`config.mk`:
```
export PLATFORM = sky130hd
export DESIGN_NAME = bus_width_adapter
export DESIGN_NICKNAME = d
export VERILOG_FILES = /design/src/rtl/bus_width_adapter.sv
export SDC_FILE = /design/constraint.sdc
export NUM_CORES = 1
export LEC_CHECK = 0
export BUFFER_PORTS_ARGS = -buffer_cell sky130_fd_sc_hd__buf_2
export CELL_PAD_IN_SITES_DETAIL_PLACEMENT = 1
export CELL_PAD_IN_SITES_GLOBAL_PLACEMENT = 1
export CORE_UTILIZATION = 15
export DETAILED_ROUTE_END_ITERATION = 8
export GPL_TIMING_DRIVEN = 0
export PLACE_DENSITY_LB_ADDON = 0.3
export SLEW_MARGIN = 15
export SYNTH_ARGS = -nofsm -noshare
export SYNTH_HDL_FRONTEND = slang
export SYNTH_SLANG_ARGS = --single-unit
```
`constraint.sdc`:
```
create_clock -name vclk -period 1.05
set_clock_uncertainty 0.2 [all_clocks]
set_input_delay 0.105 -clock vclk [all_inputs]
set_output_delay 0.105 -clock vclk [all_outputs]
set_load 0.02 [all_outputs]
```
`src/rtl/bus_width_adapter.sv`:
```
module bus_width_adapter #(
  parameter int AW      = 8,
  parameter int SLAVE_W = 16,
  localparam int LSB    = (SLAVE_W == 64) ? 2 : 1,
  localparam int OFS    = (SLAVE_W == 64) ? 3 : 1,
  localparam int LANES  = (SLAVE_W == 64) ? 2 : 1
) (
  input  logic [AW-1:LSB]     m_addr,
  input  logic [31:0]         m_wdata,
  input  logic                m_rd,
  input  logic                m_wr,
  output logic [31:0]         m_rdata,
  output logic [AW-1:OFS]     s_addr,
  output logic [SLAVE_W-1:0]  s_wdata,
  output logic [LANES-1:0]    s_lane,
  output logic                s_rd,
  output logic                s_wr,
  input  logic [SLAVE_W-1:0]  s_rdata
);

  assign s_rd = m_rd;
  assign s_wr = m_wr;

  if (SLAVE_W == 64) begin : g_wide
    logic hi_word;
    assign hi_word = m_addr[2];
    assign s_addr  = m_addr[AW-1:3];
    assign s_wdata = {m_wdata, m_wdata};
    assign s_lane  = hi_word ? 2'b10 : 2'b01;
    assign m_rdata = hi_word ? s_rdata[63:32] : s_rdata[31:0];
  end else begin : g_narrow
    logic hi_half;
    assign hi_half = m_addr[1];
    assign s_addr  = m_addr;
    assign s_wdata = hi_half ? m_wdata[31:16] : m_wdata[15:0];
    assign s_lane  = 1'b1;
    assign m_rdata = {16'h0000, s_rdata};
  end

endmodule

```
Word level (Yosys, flattened, before mapping)

Cells that the tools add are included.

Add/subtract/negate cells: 0
$mul: 0
Div/mod/pow operators: 0
Magnitude comparators: 0
Eq/ne operators: 0
Shift-type cells: 0
Muxes and demuxes: 1
Bitwise logic cells: 0
Reduce and logical (&&, ||, !) cells: 0

Operator list:

| kind              | number |
|---|---|
| 16-bit 2-to-1 mux | 1 |

Bits in registers: 0
Latch bits: 0
Memory bits (writable): 0
ROM bits: 0
Memories: 0

Longest topological paths before layout

Depth in word-level cells: 1
Depth in mapped cells: 3
Mapped depth without buffers: 1

Worst setup path after synthesis

Ideal clock, no wire load.

Kind: input -> output
From: input port m_addr[1] (netlist bit)
To: output port s_wdata[10]
Data arrival time: 0.689 ns
Required time: 0.745 ns
Setup slack: 0.056 ns
Stages on the path: 3
Path buffers: 2
Cell sequence: buf_6 > buf_12 > mux2_4

Longest elaborated chain between the ends: 1

Ends and longest elaborated chain:

| item               | line | source |
|---|---|---|
| start: declaration | 8    | `input logic [AW-1:LSB] m_addr,` |
| 16-bit 2-to-1 mux  | 35   | `assign s_wdata = hi_half ? m_wdata[31:16] : m_wdata[15:0];` |
| end: declaration   | 14   | `output logic [SLAVE_W-1:0] s_wdata,` |

Every way passes these cells.

Final worst setup path

Ends and elaborated chain as after synthesis.

==> flow_metrics.py <==
metrics = {
    "run_status": {
        "outcome": "complete, but fails checks",
        "violations_in_the_final_reports": "negative setup slack",
    },
    "floorplan": {
        "die_h_microns": 63.7,
        "core_region_area_sq_um": 3660,
        "fp.dieW_microns": 63.7,
        "number_of_top_level_pins": 115,
        "initial_core_util_pct": 15.6,
        "dieArea_sq_um": 4060,
        "rows": 22,
    },
    "critical_path": {
        "timing.critical_path.cells": "buf_12 > buf_16 > mux2_4 > buf_6",
        "worst-endpoint-arrival_ns": 0.79,
        "worstSetupEndpoint": "s_wdata[10]",
        "cp_data_required_time_ns": 0.74,
        "worstPathBufferInverterCount": 3,
        "critical-path-slowest-cell": "sky130_fd_sc_hd__mux2_4",
        "timing.critical_path.to_type": "primary output",
        "critical_path_cell_count": 4,
        "slowest_delay_ns": 0.29,
        "crit_family": "buffers and inverters",
        "start_to_end_type_of_the_worst_setup_path": "in2out",
        "startpoint": "m_addr[1]",
        "startpoint_type": "primary input",
        "crit_path_max_fanout": 8,
    },
    "sta": {
        "postLayoutSetupSlackWorst_ns": -0.0449,
        "final-hold-violation-count": 0,
        "max_slew_vio_count": 0,
        "final.hold.worst_slack_ns": 0.227,
        "unrepaired_setup_endpoints_after_global_routing": "true",
        "setup_viol_count_final": 10,
        "post-route-period-util_pct": 104,
        "fmax_mhz": 913,
        "period_minus_slack_ns": 1.09,
    },
    "pwr": {
        "comb_power_share_pct": 100.0,
        "totalPowerFinal_uw": 609,
        "peakVddDrop_mv": 0.144,
        "p_seq_share_pct": 0,
        "power_share_of_the_clock_group_pct": 0,
        "power_per_cell_area_nw_per_um2": 529,
        "switching_share_pct": 46.3,
        "internal_power_uw": 327,
        "cellLeakagePower_nw": 0.712,
        "net-switching-power_uw": 282,
    },
    "place": {
        "detailed_place.area_sq_um": 1050,
        "placement.io_buffers": 73,
        "post-dp-hpwl_microns": 1470,
        "globalplace.congestion": 0.676,
        "pre_cts_ws_ns": -0.0939,
    },
    "global_route": {
        "initial_antenna_violation_count": 0,
        "met3_usage_pct": 1.43,
        "first_pass_grt_wire_length_microns": 2450,
        "global_route.usage.met2_pct": 17.0,
        "grt.busiest_layer": "met2",
        "grt_pass1_vias": 621,
        "overflow": 0,
        "grt.met1_usage_pct": 5.56,
        "grtUsageTotal_pct": 7.04,
        "pin_count_of_the_biggest_net_entering_global_routing": 9,
    },
    "yosys": {
        "yosysSeqAreaShare_pct": 0,
        "synth.avg_cell_area_sq_um": 9.22,
        "synth_largest_area_cell": "sky130_fd_sc_hd__buf_4",
        "syn_inst": 62,
        "synth_top_cells_by_area": "sky130_fd_sc_hd__buf_4, sky130_fd_sc_hd__mux2_4, sky130_fd_sc_hd__mux2_2",
        "synth_area_sq_um": 572,
        "yosysWarningCount": 0,
        "synthDistinctLibCells": 6,
        "synth.top_cell.area_share_pct": 55.1,
    },
    "final_layout": {
        "seq_cell_count": 0,
        "final_area_sq_um": 1150,
        "antennaDiodeCount": 0,
        "drive_above_1_share_pct": 88.7,
        "final-seq-area_sq_um": 0,
        "postLayoutCoreUtil_pct": 31.5,
        "area_growth_pct": 102,
        "final.clkbuf_count": 0,
        "post_layout_nets": 210,
    },
    "clock_network": {
        "cts_hold_buf": 0,
        "post_cts_buffers": 0,
    },
    "routing": {
        "dr_total_vias": 656,
        "drc": 0,
        "first_iter_violations": 0,
        "vias_per_cell": 3.30,
        "wl_per_cell_microns": 8.22,
        "route.final.wire_length_microns": 1640,
        "ant_nets": 0,
        "dr.pass1.iters": 1,
    },
    "hold_path": {
        "hold_path.class": "in2out",
        "worstHoldStart": "m_addr[6]",
    },
    "run": {
        "max_cap_viol_count": 0,
    },
}
metal layers:
metal / up-vias / wire, microns / share of wire, %
met5: - / 0 / 0
met4: 0 / 0 / 0
met3: 0 / 250 / 15
met2: 66 / 929 / 57
met1: 272 / 455 / 28
li1: 318 / - / -
placed cells by master, fill, tap and decap left out:
| master | n |
|---|---|
| sky130_fd_sc_hd__buf_6 | 10 |
| sky130_fd_sc_hd__buf_4 | 42 |
| sky130_fd_sc_hd__mux2_4 | 10 |
| sky130_fd_sc_hd__conb_1 | 17 |
| sky130_fd_sc_hd__buf_2 | 63 |
| sky130_fd_sc_hd__buf_12 | 2 |
| sky130_fd_sc_hd__mux2_2 | 6 |
| sky130_fd_sc_hd__buf_16 | 1 |
area by class of cell:
class	instances	area, sq um
multi-input combinational	33	282
timing repair buffer	74	455
tap	48	60.1
fill	468	2510
buffer	44	355
power groups by stage:
stage | clock [mW] | combinational, mW | sequential (mW)
after CTS | 0 | 0.612 | 0
after floorplan | 0 | 0.404 | 0
final | 0 | 0.609 | 0
after global placement | 0 | 0.546 | 0
after global routing | 0 | 0.646 | 0
after detailed placement | 0 | 0.552 | 0
cells by family after synthesis:
kind of cell | Yosys count | share of synthesized area (%)
buffers and inverters | 44 | 60.6
muxes | 16 | 38.1
other | 2 | 1.31
stage by stage:
stage	setup TNS [ns]	std cells
after floorplan	0	77
after global placement	-0.747	198
after detailed placement	-0.867	198
after CTS	-0.476	199
after global routing	-0.557	199
final	-0.421	199
how the worst min path moves through the flow:
stage	to	slack (ns)	cells after the start
after CTS	m_rdata[2]	0.23	2
after global placement	s_addr[7]	0.23	2
after global routing	s_wr	0.23	2
after floorplan	m_rdata[0]	0.12	1
after detailed placement	m_rdata[2]	0.23	2
final	s_addr[6]	0.23	2
cells in the mapped netlist (all sizes together):
cell type  number
mux2           16
conb            2
buf            44
timing repair:
action / CTS / global route
setup endpoints to repair: 10 / 10
endpoints found under the hold margin: 0 / 0
gates cloned: 1 / 0
gates resized for setup: 23 / 0
Note: power is estimated with default switching activity, not from simulation.
